File: src/rtl/cap_pkg.sv
// Package: shared types for the timer capture unit.
// Assumes: nothing beyond the standard; used by every module of the block.
package cap_pkg;

    // Edge mode encoding; the values match the edge_sel input port.
    typedef enum logic [1:0] {
        EDGE_OFF  = 2'b00,
        EDGE_RISE = 2'b01,
        EDGE_FALL = 2'b10,
        EDGE_ANY  = 2'b11
    } edge_mode_e;

    // Trigger input lanes, in the order they are packed at the top.
    localparam int unsigned N_TRIG_IN = 3;
    localparam int unsigned LANE_PIN  = 0;
    localparam int unsigned LANE_CNT  = 1;
    localparam int unsigned LANE_DIR  = 2;

endpackage

File: src/rtl/cap_sync.sv
// Module: cap_sync
// Multi-stage synchroniser for a vector of asynchronous single-bit inputs.
// Assumes: each bit is independent (no bus coherency needed); STAGES >= 2.
module cap_sync #(
    parameter int W      = 3,
    parameter int STAGES = 2
) (
    input  logic         clk,
    input  logic         rst_n,
    input  logic [W-1:0] async_in,
    output logic [W-1:0] sync_out
);
    logic [W-1:0] stage_q [STAGES];

    // First stage samples the raw pins.
    always_ff @(posedge clk) begin
        if (!rst_n) stage_q[0] <= '0;
        else        stage_q[0] <= async_in;
    end

    genvar s;
    generate
        for (s = 1; s < STAGES; s++) begin : g_stage
            // Each further stage re-times the previous one.
            always_ff @(posedge clk) begin
                if (!rst_n) stage_q[s] <= '0;
                else        stage_q[s] <= stage_q[s-1];
            end
        end
    endgenerate

    assign sync_out = stage_q[STAGES-1];
endmodule

File: src/rtl/cap_edge.sv
// Module: cap_edge
// Detects the selected transitions on one synchronised input.
// Assumes: sig is already synchronous to clk; mode is quasi-static.
// The pulse is combinational and valid in the cycle after sig changes.
module cap_edge
    import cap_pkg::*;
(
    input  logic       clk,
    input  logic       rst_n,
    input  logic       sig,
    input  edge_mode_e mode,
    output logic       pulse
);
    logic sig_q;
    logic rise, fall;

    // Keep last cycle's level for comparison.
    always_ff @(posedge clk) begin
        if (!rst_n) sig_q <= 1'b0;
        else        sig_q <= sig;
    end

    assign rise = sig & ~sig_q;
    assign fall = ~sig & sig_q;

    // Map the edge mode onto the detected transitions.
    always_comb begin
        unique case (mode)
            EDGE_RISE: pulse = rise;
            EDGE_FALL: pulse = fall;
            EDGE_ANY:  pulse = rise | fall;
            default:   pulse = 1'b0;
        endcase
    end

    AST_EDGE_OFF_SILENT: assert property (@(posedge clk) disable iff (!rst_n)
        (mode == EDGE_OFF) |-> !pulse);
    AST_RISE_ONLY_ON_RISE: assert property (@(posedge clk) disable iff (!rst_n)
        (pulse && mode == EDGE_RISE) |-> (sig && !sig_q));
endmodule

File: src/rtl/cap_counter.sv
// Module: cap_counter
// Simple up/down wrap-around counter with run enable and synchronous clear.
// Assumes: clr has priority over counting; all controls synchronous to clk.
module cap_counter #(
    parameter int W = 16
) (
    input  logic         clk,
    input  logic         rst_n,
    input  logic         run,
    input  logic         up,
    input  logic         clr,
    output logic [W-1:0] cnt
);
    localparam logic [W-1:0] ONE = W'(1);

    // Clear first, otherwise step in the chosen direction when running.
    always_ff @(posedge clk) begin
        if (!rst_n)   cnt <= '0;
        else if (clr) cnt <= '0;
        else if (run) cnt <= up ? cnt + ONE : cnt - ONE;
    end

    AST_CLEAR_WINS: assert property (@(posedge clk) disable iff (!rst_n)
        clr |=> (cnt == '0));
    AST_HOLD_IDLE: assert property (@(posedge clk) disable iff (!rst_n)
        (!run && !clr) |=> $stable(cnt));
    AST_WRAP_UP: assert property (@(posedge clk) disable iff (!rst_n)
        (run && up && !clr && cnt == '1) |=> (cnt == '0));
    AST_WRAP_DOWN: assert property (@(posedge clk) disable iff (!rst_n)
        (run && !up && !clr && cnt == '0) |=> (cnt == '1));
endmodule

File: src/rtl/cap_unit.sv
// Module: cap_unit (top)
// Capture unit: synchronises the trigger pins, detects the selected edges,
// picks the trigger source, latches the auxiliary timer into the capture
// register, pulses the interrupt and optionally clears either timer.
// Assumes: control inputs are synchronous to clk; trigger pins are
// asynchronous and are synchronised here.
module cap_unit
    import cap_pkg::*;
#(
    parameter int CNT_W       = 16,
    parameter int SYNC_STAGES = 2
) (
    input  logic             clk,
    input  logic             rst_n,
    input  logic             cap_pin,
    input  logic             t2_cnt_in,
    input  logic             t2_dir_in,
    input  logic             src_sel,
    input  logic [1:0]       edge_sel,
    input  logic             cap_en,
    input  logic             aux_clr_en,
    input  logic             t2_clr_en,
    input  logic             aux_run,
    input  logic             aux_up,
    input  logic             t2_run,
    input  logic             t2_up,
    output logic [CNT_W-1:0] aux_count,
    output logic [CNT_W-1:0] t2_count,
    output logic [CNT_W-1:0] cap_value,
    output logic             cap_irq
);
    logic [N_TRIG_IN-1:0] raw_in;
    logic [N_TRIG_IN-1:0] synced;
    logic [N_TRIG_IN-1:0] hit;
    logic                 trig;
    edge_mode_e           mode;

    assign raw_in[LANE_PIN] = cap_pin;
    assign raw_in[LANE_CNT] = t2_cnt_in;
    assign raw_in[LANE_DIR] = t2_dir_in;
    assign mode             = edge_mode_e'(edge_sel);

    cap_sync #(.W(N_TRIG_IN), .STAGES(SYNC_STAGES)) u_sync (
        .clk      (clk),
        .rst_n    (rst_n),
        .async_in (raw_in),
        .sync_out (synced)
    );

    genvar g;
    generate
        for (g = 0; g < N_TRIG_IN; g++) begin : g_edge
            cap_edge u_edge (
                .clk   (clk),
                .rst_n (rst_n),
                .sig   (synced[g]),
                .mode  (mode),
                .pulse (hit[g])
            );
        end
    endgenerate

    // Source selection: the dedicated pin, or either second-timer input.
    assign trig = src_sel ? (hit[LANE_CNT] | hit[LANE_DIR]) : hit[LANE_PIN];

    cap_counter #(.W(CNT_W)) u_aux (
        .clk   (clk),
        .rst_n (rst_n),
        .run   (aux_run),
        .up    (aux_up),
        .clr   (trig & aux_clr_en),
        .cnt   (aux_count)
    );

    cap_counter #(.W(CNT_W)) u_t2 (
        .clk   (clk),
        .rst_n (rst_n),
        .run   (t2_run),
        .up    (t2_up),
        .clr   (trig & t2_clr_en),
        .cnt   (t2_count)
    );

    // Capture register: latch the pre-update auxiliary value when allowed.
    always_ff @(posedge clk) begin
        if (!rst_n)              cap_value <= '0;
        else if (trig && cap_en) cap_value <= aux_count;
    end

    // Interrupt pulse: one cycle per trigger, independent of cap_en.
    always_ff @(posedge clk) begin
        if (!rst_n) cap_irq <= 1'b0;
        else        cap_irq <= trig;
    end

    AST_CAP_ONLY_ON_EVENT: assert property (@(posedge clk) disable iff (!rst_n)
        !cap_irq |-> $stable(cap_value));
    AST_CAP_DISABLED_HOLDS: assert property (@(posedge clk) disable iff (!rst_n)
        (cap_irq && !$past(cap_en)) |-> $stable(cap_value));
    AST_CAP_TAKES_OLD: assert property (@(posedge clk) disable iff (!rst_n)
        (cap_irq && $past(cap_en)) |-> (cap_value == $past(aux_count)));
    AST_AUX_CLEARED: assert property (@(posedge clk) disable iff (!rst_n)
        (cap_irq && $past(aux_clr_en)) |-> (aux_count == '0));
    AST_T2_CLEARED: assert property (@(posedge clk) disable iff (!rst_n)
        (cap_irq && $past(t2_clr_en)) |-> (t2_count == '0));
    AST_T2_UNTOUCHED: assert property (@(posedge clk) disable iff (!rst_n)
        (cap_irq && !$past(t2_clr_en) && !$past(t2_run)) |-> $stable(t2_count));
endmodule

File: config.mk
export PLATFORM = sky130hd
export DESIGN_NAME = cap_unit
export DESIGN_NICKNAME = d
export VERILOG_FILES = /design/src/rtl/cap_pkg.sv /design/src/rtl/cap_sync.sv /design/src/rtl/cap_edge.sv /design/src/rtl/cap_counter.sv /design/src/rtl/cap_unit.sv
export SDC_FILE = /design/constraint.sdc
export NUM_CORES = 1
export LEC_CHECK = 0
export BUFFER_PORTS_ARGS = -buffer_cell sky130_fd_sc_hd__buf_2
export CAP_MARGIN = 20
export CORE_MARGIN = 2
export CORE_UTILIZATION = 30
export DETAILED_ROUTE_END_ITERATION = 10
export PLACE_DENSITY_LB_ADDON = 0.15
export SYNTH_ARGS = -nofsm -noshare
export SYNTH_HDL_FRONTEND = slang
export SYNTH_SLANG_ARGS = --single-unit
File: constraint.sdc
create_clock -name clk -period 2.05 [get_ports clk]
set_input_delay 0.1025 -clock clk [delete_from_list [all_inputs] [get_ports clk]]
set_output_delay 0.1025 -clock clk [all_outputs]
set_load 0.01 [all_outputs]
==> results.toml, run 1 <==
[setup_path]
crit_arrival_ns = 2.34
critical_path.max_stage_delay_ns = 0.52
startpoint = "g_edge[2].u_edge.sig_q$_SDFF_PN0_"
crit_slowest_cell = "mux4_2"
cp_num_cells = 9
crit_path_end_kind = "flip-flop"
critPathKind = "reg -> reg"
cpMostUsedCell = "buf_12"
worstReg2RegStart = "g_edge[2].u_edge.sig_q$_SDFF_PN0_"
start_kind = "flip-flop"
crit_required_ns = 2.33
worstPathCellList = "inv_2 -> ha_2 -> or2_0 -> mux4_2 -> buf_6 -> a31o_4 -> buf_12 -> buf_12 -> nor2_1"
crit_family = "multiplexers"
r2r_end = "u_t2.cnt[3]$_SDFFE_PP0P_"
cp_max_fo = 8
ff2ff_path_depth = 9
crit_buf_inv = 4
r2r_setup_slack_ns = -0.01

[logic_synthesis]
synth_commonest_cells = "dfxtp_1 (58), ha_1 (34), nor2_1 (32)"
netlist_area_um2 = 3670
async_flop_share = 0
synthCells = 412
synthTopCellsByArea = "dfxtp_1 (32%), ha_1 (12%), mux2i_1 (6.8%)"
synth_area_per_cell_um2 = 8.91
synth_area_leader_cell = "dfxtp_1"
yosys.cell_types.count = 63
synth-edff-count = 0
ys_ff_latch = 58
synth.most_common_cell = "dfxtp_1"
synthFlopType = "dfxtp_1"
synth_nets = 463
synth_top_area_share = 0.316
ys_seq_area_frac = 0.316
yosysWarningCount = 0

[pwr]
power.density_nw_per_um2 = 818
peakVddDrop_v = 0.000432
power.total_mw = 4.59
p_leak_nw = 2.67

[cells_and_area]
drive_gt1_frac = 0.439
areaGrowthSynthToFinish_pct = 52.8
nNetsFinal = 623
fill_cells = 1156
diodes = 0
layoutNonFillerInstCount = 723

[timing]
min_period_ns = 2.06
fin_skew_ns = 0.00418
setup_viol = 6
max_freq_ghz = 0.485
setup_slack_ns = -0.00986
finalSetupTns_ns = -0.0372
hold_viol_final = 0
rsz0062_at_grt = "true"
maxSlewHeadroom = 0.607
fin_crit_sh = 1.00
worst_pin_slew_ns = 0.590
final_max_slew_viol_count = 0

[clock_tree]
clock_path_buffers = 2
cts_tree = "built"
clock_latency_ns = 0.34
cts_buffers = 9
path_clk_slew_ns = 0.05
clock-root-buffer = "clkbuf_16"
cts.sinks = 58
htreeDepth = 3

[job]
maxCapViolCount = 0

[worst_hold_path]
hp-start = "cap_en"
whs_endpoint = "cap_value[13]$_SDFFE_PN0P_"
hold_class = "in -> reg"
hold_path_depth = 3

[die]
start_util = 0.307
core-area_um2 = 12000
pin_count = 64
die_y_um = 115
row_count = 40
die_w_um = 115
die_area_um2 = 13100

[routing]
finalWirelength_mm = 10.2
firstDrtPassIters = 5
avgRoutedWirePerCell_um = 14.1
vias = 3517
drt_iter0_drc = 108
detail-route-antenna-nets = 0
drc = 0
avgViaCountPerCell = 4.86

[global_routing]
grt_pass1_vias = 3459
grt_usage = 0.161
grt_max_degree = 29
grt_antenna_before_repair = 0
grt-ovfl-total = 0
grt_pass1_wl_mm = 16.6

[outcome]
outcome = "finished with violations"
violations = "negative setup slack"

[place]
placed_cells = 697
place.gp.congestion = 0.893
pre_cts_slack_ns = -0.245
io_buffers = 63
dp_hpwl_mm = 7.47
sequential cells by signal (all words and copies together), names as in the netlist:
register / cells
cap_value: 16
u_aux.cnt: 16
u_t2.cnt: 16
u_sync.stage_q: 6
g_edge.u_edge.sig_q: 3
cap_irq: 1
layout by cell type, fill, tap and decap left out, drive strengths merged, types with 3 or more instances in the layout:
cell,count
xor2,6
xnor2,12
nor3b,3
and3,4
nor3,6
clkinv,3
buf,159
clkbuf,9
a21boi,4
a211oi,11
nand2b,11
o21bai,4
a21oi,29
mux2i,25
a21o,14
ha,34
o21ai,14
nand2,28
and2,11
nor2,32
inv,19
a211o,3
o41ai,3
nand3,9
clkinvlp,3
o211ai,5
a31o,6
dfxtp,58
dlygate4sd3,3
nor2b,13
metal layers:
| layer | GRT usage | part of all wire |
|---|---|---|
| met5 | 0 | 0 |
| met4 | 0.0813 | 0.029 |
| met3 | 0.0355 | 0.028 |
| met2 | 0.273 | 0.49 |
| met1 | 0.192 | 0.46 |
where the power goes:
group,internal (mW),switching (mW)
logic,0.873,0.792
clock network,1.05,0.551
registers,1.24,0.0871
what timing repair did:
item / in CTS / in global routing
gates cloned: 1 / 0
gates resized for setup: 28 / 35
setup endpoints to repair: 35 / 35
hold endpoints to repair: 3 / 0
hold buffers: 3 / 0
buffers inserted: 6 / 1
pin swaps: 18 / 16
worst min-delay path: stages:
cell      delay, ns
buf_2          0.19
nand3_1        0.11
a21boi_1       0.05
worst max-delay path by stage:
stage | endpoint | slack [ns]
3_5_place_dp | u_t2.cnt[13]$_SDFFE_PP0P_ | -0.25
6_report | u_t2.cnt[3]$_SDFFE_PP0P_ | -0.01
2_1_floorplan | u_aux.cnt[12]$_SDFFE_PP0P_ | -0.09
4_1_cts | u_t2.cnt[14]$_SDFFE_PP0P_ | -0.08
5_1_grt | cap_value[8]$_SDFFE_PN0P_ | -0.12
3_3_place_gp | u_t2.cnt[13]$_SDFFE_PP0P_ | -0.20
layout make-up:
cell class	count	area (µm²)	share of cell area
Clock buffer	9	225	0.0402
Clock inverter	6	82.6	0.0147
Inverter	21	88.8	0.0158
Multi-Input combinational cell	320	2730	0.486
Sequential cell	58	1180	0.210
Tap cell	147	184	0.0328
Timing Repair Buffer	162	1120	0.200
stage by stage:
step / instance area (µm²) / hold slack, ns / utilization
2_1_floorplan: 3810 / 0.230 / -
3_3_place_gp: 4950 / 0.310 / 0.414
3_5_place_dp: 4950 / 0.316 / 0.414
4_1_cts: 5440 / 0.152 / 0.455
5_1_grt: 5610 / 0.178 / 0.469
6_report: 5610 / 0.165 / 0.469
kinds of logic after synthesis:
| group | count (synthesis) | synth area share |
|---|---|---|
| AO/OA/AOI/OAI | 111 | 0.211 |
| XOR/XNOR | 18 | 0.0430 |
| adder cells (fa/ha/maj) | 36 | 0.127 |
| buffers and inverters | 35 | 0.0426 |
| flip-flops | 58 | 0.316 |
| multiplexers | 28 | 0.0805 |
| AND/OR/NAND/NOR | 126 | 0.179 |
Power figures use the tool's default switching activity.
==> run 2: changes to the inputs <==
--- a/config.mk
+++ b/config.mk
@@ -10,7 +10,7 @@
 export CORE_MARGIN = 2
 export CORE_UTILIZATION = 30
 export DETAILED_ROUTE_END_ITERATION = 10
-export PLACE_DENSITY_LB_ADDON = 0.15
+export PLACE_DENSITY = 0.58
 export SYNTH_ARGS = -nofsm -noshare
 export SYNTH_HDL_FRONTEND = slang
 export SYNTH_SLANG_ARGS = --single-unit
==> results.toml, run 2 (synthesis results as in run 1) <==
[outcome]
outcome = "finished with violations"
violations = "negative setup slack"

[routing]
wl_met2_mm = 5.46
drt-met1-wl_mm = 4.54
detail-route-antenna-nets = 0
avgRoutedWirePerCell_um = 14.8
avgViaCountPerCell = 4.93
finalWirelength_mm = 10.6
drt_iter0_drc = 119
firstDrtPassIters = 4
dr_wl_met3_um = 500
drc = 0
top_layer = "met4"
vias = 3547

[timing]
fin_skew_ns = 0.00410
rsz0062_at_grt = "true"
finalSetupTns_ns = -0.0479
final_max_slew_viol_count = 0
fin_crit_sh = 1.01
hold_viol_final = 0
setup_viol = 4
worst_pin_slew_ns = 0.567
max_freq_ghz = 0.481
min_period_ns = 2.08
setup_slack_ns = -0.0271
maxSlewHeadroom = 0.618

[cells_and_area]
diodes = 0
final_common_cell = "buf_4"
stdcell_area_um2 = 5600
areaGrowthSynthToFinish_pct = 52.5
nNetsFinal = 618
drive_gt1_frac = 0.453
reg.largest.list = "cap_value: 16 flops, u_aux.cnt: 16 flops, u_t2.cnt: 16 flops"
utilization = 0.468
final_cell_mix = "buf_4 (84), buf_2 (63), dfxtp_1 (48)"

[place]
dpl_cell_area_um2 = 4850
io_buffers = 63
place.gp.congestion = 0.907
dp_hpwl_mm = 7.53
pre_cts_slack_ns = -0.251

[clock_tree]
cts.sinks = 58
clock-root-buffer = "clkbuf_16"
cts_tree = "built"
clock_path_buffers = 2
clock_latency_ns = 0.34
cts_buffers = 9
path_clk_slew_ns = 0.05
htreeDepth = 3

[die]
start_util = 0.307
row_count = 40
core-area_um2 = 12000
die_y_um = 115
die_w_um = 115
pin_count = 64
die_area_um2 = 13100

[job]
maxCapViolCount = 0

[pwr]
pwr-share-comb = 0.369
net-switching-power_mw = 1.47
p_leak_nw = 2.64
swShare = 0.327
intPower_mw = 3.02
seq_power_share = 0.296
power.density_nw_per_um2 = 802
peakVddDrop_v = 0.000445
p_clk_frac = 0.335

[setup_path]
crit_buf_inv = 2
crit_slowest_cell = "mux4_2"
critPathKind = "reg -> reg"
crit_family = "compound AO/OA/AOI/OAI gates"
crit_arrival_ns = 2.36
crit_path_end_kind = "flip-flop"
worstPathCellList = "inv_2 -> ha_4 -> or2_0 -> mux4_2 -> buf_6 -> a31o_4 -> a311o_1 -> nand3_1"
critical_path.max_stage_delay_ns = 0.51
start_kind = "flip-flop"
crit_required_ns = 2.33
cp_max_fo = 5

[global_routing]
grt_usage = 0.166
grt_max_degree = 29
grt_pass1_vias = 3539
grt-ovfl-total = 0
grt_antenna_before_repair = 0
grt_pass1_wl_mm = 17.0

[worst_hold_path]
hold_class = "in -> reg"
## run 2: changes by cell type in the layout (fill, tap and decap cells not counted), sizes merged
| cell | before | now |
|---|---|---|
| bufinv | 2 | 1 |
| a31o | 6 | 7 |
| buf | 159 | 153 |
| clkinv | 3 | 5 |
## run 2: worst paths after layout
check / startpoint / endpoint / slack [ns] / depth (start not counted)
worst max-delay path: g_edge[1].u_edge.sig_q$_SDFF_PN0_ / u_t2.cnt[12]$_SDFFE_PP0P_ / -0.03 / 8
worst min-delay path: cap_en / cap_value[15]$_SDFFE_PN0P_ / 0.17 / 3
worst max register to register: g_edge[1].u_edge.sig_q$_SDFF_PN0_ / u_t2.cnt[12]$_SDFFE_PP0P_ / -0.03 / 8
worst min register to register: u_sync.stage_q[0][1]$_SDFF_PN0_ / u_sync.stage_q[1][1]$_SDFF_PN0_ / 0.44 / 1
## run 2: worst reg2reg max path: stages, from the launching register on
cell	delay, ns
dfxtp_2	0.33
inv_2	0.05
ha_4	0.15
or2_0	0.21
mux4_2	0.51
buf_6	0.16
a31o_4	0.27
a311o_1	0.27
nand3_1	0.07
## run 2: power by group through the flow
stage	clock network (mW)	registers [mW]	logic, mW
final	1.50	1.33	1.66
after global routing	1.60	1.34	1.82
after CTS	1.56	1.32	1.52
after detailed placement	0	1.35	1.45
after global placement	0	1.34	1.43
after floorplan	0	1.39	0.832
## run 2: per-stage QoR
step                      hold WS (ns)  total power, mW  instances
after floorplan                  0.230             2.22        412
final                            0.171             4.49        719
after global placement           0.309             2.77        690
after CTS                        0.154             4.41        714
after detailed placement         0.316             2.80        690
after global routing             0.170             4.76        719
## run 2: what timing repair did
action | in CTS | in global routing
buffers inserted | 3 | 5
cloned | 2 | 0
endpoints found under the setup margin | 37 | 36
hold buffers | 3 | 0
pin swaps | 13 | 26
gates resized for setup | 29 | 52
endpoints found under the hold margin | 3 | 0
## run 2: layer usage
layer | track usage | up-vias
li1 | - | 1804
met1 | 0.196 | 1665
met2 | 0.294 | 67
met3 | 0.0455 | 11
met4 | 0.0447 | 0
met5 | 0 | -
## run 2: final cells by class
class / count / area, µm²
timing repair buffer: 156 / 1050
clock buffer: 9 / 225
inverter: 21 / 88.8
multi-input combinational: 321 / 2810
fill: 1145 / 6370
sequential: 58 / 1170
tap: 147 / 184
clock inverter: 7 / 70.1
==> run 3: changes to the inputs <==
--- a/config.mk
+++ b/config.mk
@@ -5,12 +5,13 @@
 export SDC_FILE = /design/constraint.sdc
 export NUM_CORES = 1
 export LEC_CHECK = 0
+export ABC_AREA = 1
 export BUFFER_PORTS_ARGS = -buffer_cell sky130_fd_sc_hd__buf_2
 export CAP_MARGIN = 20
 export CORE_MARGIN = 2
 export CORE_UTILIZATION = 30
 export DETAILED_ROUTE_END_ITERATION = 10
-export PLACE_DENSITY = 0.58
+export PLACE_DENSITY = 0.57
 export SYNTH_ARGS = -nofsm -noshare
 export SYNTH_HDL_FRONTEND = slang
 export SYNTH_SLANG_ARGS = --single-unit
==> results.toml, run 3 <==
[setup_path]
endpoint = "u_t2.cnt[12]$_SDFFE_PP0P_"
ff2ff_path_depth = 10
crit_buf_inv = 2
worstReg2RegStart = "u_t2.cnt[0]$_SDFFE_PP0P_"
startpoint = "u_t2.cnt[0]$_SDFFE_PP0P_"
r2r_end = "u_t2.cnt[12]$_SDFFE_PP0P_"
critical_path.max_stage_delay_ns = 0.44
crit_family = "simple AND/OR/NAND/NOR gates"
crit_path_end_kind = "flip-flop"
crit_slowest_cell = "fa_1"
worstPathCellList = "inv_1 -> fa_1 -> inv_1 -> nand3_1 -> nand3_1 -> nand3_1 -> nand4_1 -> nand2_1 -> nor2_1 -> nor2_1"
r2r_setup_slack_ns = 0.35
critPathKind = "reg -> reg"
cpMostUsedCell = "nand3_1"
crit_arrival_ns = 1.93
cp_num_cells = 10
crit_required_ns = 2.29
start_kind = "flip-flop"
cp_max_fo = 4

[logic_synthesis]
synthCells = 656
synthFlopType = "dfxtp_1"
synth_top_area_share = 0.281
synth_nets = 707
synth_area_leader_cell = "dfxtp_1"
ys_ff_latch = 58
synthTopCellsByArea = "dfxtp_1 (28%), nand2_1 (18%), ha_1 (10%)"
ys_seq_area_frac = 0.281
synth_commonest_cells = "nand2_1 (202), inv_1 (106), nor2_1 (69)"
synth.most_common_cell = "nand2_1"
synth_area_per_cell_um2 = 6.29
async_flop_share = 0
netlist_area_um2 = 4130
synth-edff-count = 0
yosys.cell_types.count = 29
yosysWarningCount = 0

[outcome]
outcome = "complete, no violations"

[place]
io_buffers = 63
placed_cells = 891
place.gp.congestion = 0.832
dpl_cell_area_um2 = 4640
dp_hpwl_mm = 8.14

[timing]
min_period_ns = 1.70
finalSetupTns_ns = 0
fin_crit_sh = 0.827
worst_pin_slew_ns = 0.618
timing.hold.ws_ns = 0.111
fin_skew_ns = 0.00677
final_max_slew_viol_count = 0
setup_viol = 0
max_freq_ghz = 0.590
rsz0062_at_grt = "false"
hold_viol_final = 0
maxSlewHeadroom = 0.588

[cells_and_area]
nNetsFinal = 780
layoutNonFillerInstCount = 910
final_common_cell = "nand2_1"
drive_gt1_frac = 0.166
stdcell_area_um2 = 5000
final_cell_mix = "nand2_1 (202), inv_1 (106), nor2_1 (69)"
areaGrowthSynthToFinish_pct = 21.0
reg.largest.list = "cap_value: 16 flops, u_aux.cnt: 16 flops, u_t2.cnt: 16 flops"
diodes = 0
fill_cells = 1485

[pwr]
peakVddDrop_v = 0.000351
p_leak_nw = 2.82
power.density_nw_per_um2 = 819

[clock_tree]
clock_latency_ns = 0.34
path_clk_slew_ns = 0.06
cts_buffers = 9
clock-root-buffer = "clkbuf_16"
cts_tree = "built"
post_cts_buffers = 0
cts.sinks = 58
htreeDepth = 3
clock_path_buffers = 2

[global_routing]
grt_pass1_vias = 3749
grt_antenna_before_repair = 0
grt_max_degree = 31
grt_usage = 0.155
grt_pass1_wl_mm = 17.8
grt-ovfl-total = 0

[die]
die_w_um = 121
die_y_um = 121
pin_count = 64
row_count = 42
die_area_um2 = 14700
start_util = 0.309
core-area_um2 = 13300

[routing]
vias = 3949
detail-route-antenna-nets = 0
avgRoutedWirePerCell_um = 11.6
firstDrtPassIters = 4
drt_iter0_drc = 178
avgViaCountPerCell = 4.34
finalWirelength_mm = 10.5
drc = 0

[worst_hold_path]
hold_class = "in -> reg"

[job]
maxCapViolCount = 0
-- run 3: cell types whose count changed after synthesis, sizes merged, moves of 13 or more --
cell / before / now
inv: 21 / 107
nor2b: 13 / 0
or2: 2 / 18
nor2: 32 / 79
mux2i: 25 / 0
nand3: 9 / 51
a21o: 14 / 0
nand2: 27 / 209
-- run 3: kinds of logic after synthesis --
kind of cell               count (synthesis)  share of synthesized area
AOI/OAI and AO/OA                         64                     0.0800
DFF                                       58                      0.281
adders and majority gates                 36                      0.113
and+or+nand+nor                          370                      0.388
xor gates and xnor gates                   9                     0.0191
buffers and inverters                    119                      0.118
-- run 3: how the worst min path moves through the flow --
| stage | from | endpoint | depth (start not counted) |
|---|---|---|---|
| floorplan | cap_pin | u_sync.stage_q[0][0]$_SDFF_PN0_ | 2 |
| global placement | cap_pin | u_sync.stage_q[0][0]$_SDFF_PN0_ | 3 |
| global route | edge_sel[0] | cap_irq$_SDFF_PN0_ | 3 |
| detailed placement | t2_cnt_in | u_sync.stage_q[0][1]$_SDFF_PN0_ | 3 |
| CTS | edge_sel[0] | cap_irq$_SDFF_PN0_ | 3 |
| finish | edge_sel[0] | cap_irq$_SDFF_PN0_ | 3 |
-- run 3: per-stage QoR --
step,power [mW],worst slack [ns],utilization
floorplan,2.14,0.462,-
global placement,2.45,0.134,0.348
detailed placement,2.45,0.128,0.348
CTS,4.16,0.335,0.374
global route,4.39,0.165,0.374
finish,4.09,0.354,0.374
-- run 3: per-layer routing --
metal / part of all wire / global-route usage
met3: 0.040 / 0.0432
met5: 0 / 0
met4: 0.020 / 0.0560
met2: 0.46 / 0.261
met1: 0.48 / 0.188
-- run 3: worst min-delay path, cell delays in order --
cell and delay, ns:
buf_2 0.11, nand2_2 0.08, a21boi_0 0.09
-- run 3: final cells by class --
class / count / area (µm²) / area share
Sequential cell: 58 / 1160 / 0.232
Multi-Input combinational cell: 479 / 2480 / 0.496
Timing Repair Buffer: 73 / 398 / 0.0796
Inverter: 108 / 413 / 0.0826
Tap cell: 176 / 220 / 0.0441
Clock inverter: 7 / 101 / 0.0203
Clock buffer: 9 / 225 / 0.0451
-- run 3: power by group --
| group | switching (mW) | leakage (nW) | internal (mW) |
|---|---|---|---|
| Sequential | 0.0858 | 0.478 | 1.23 |
| Combinational | 0.677 | 2.19 | 0.432 |
| Clock | 0.602 | 0.152 | 1.07 |
-- run 3: what timing repair did --
action,in CTS,in global routing
hold buffers,3,0
resized for setup,0,0
hold endpoints to repair,3,0
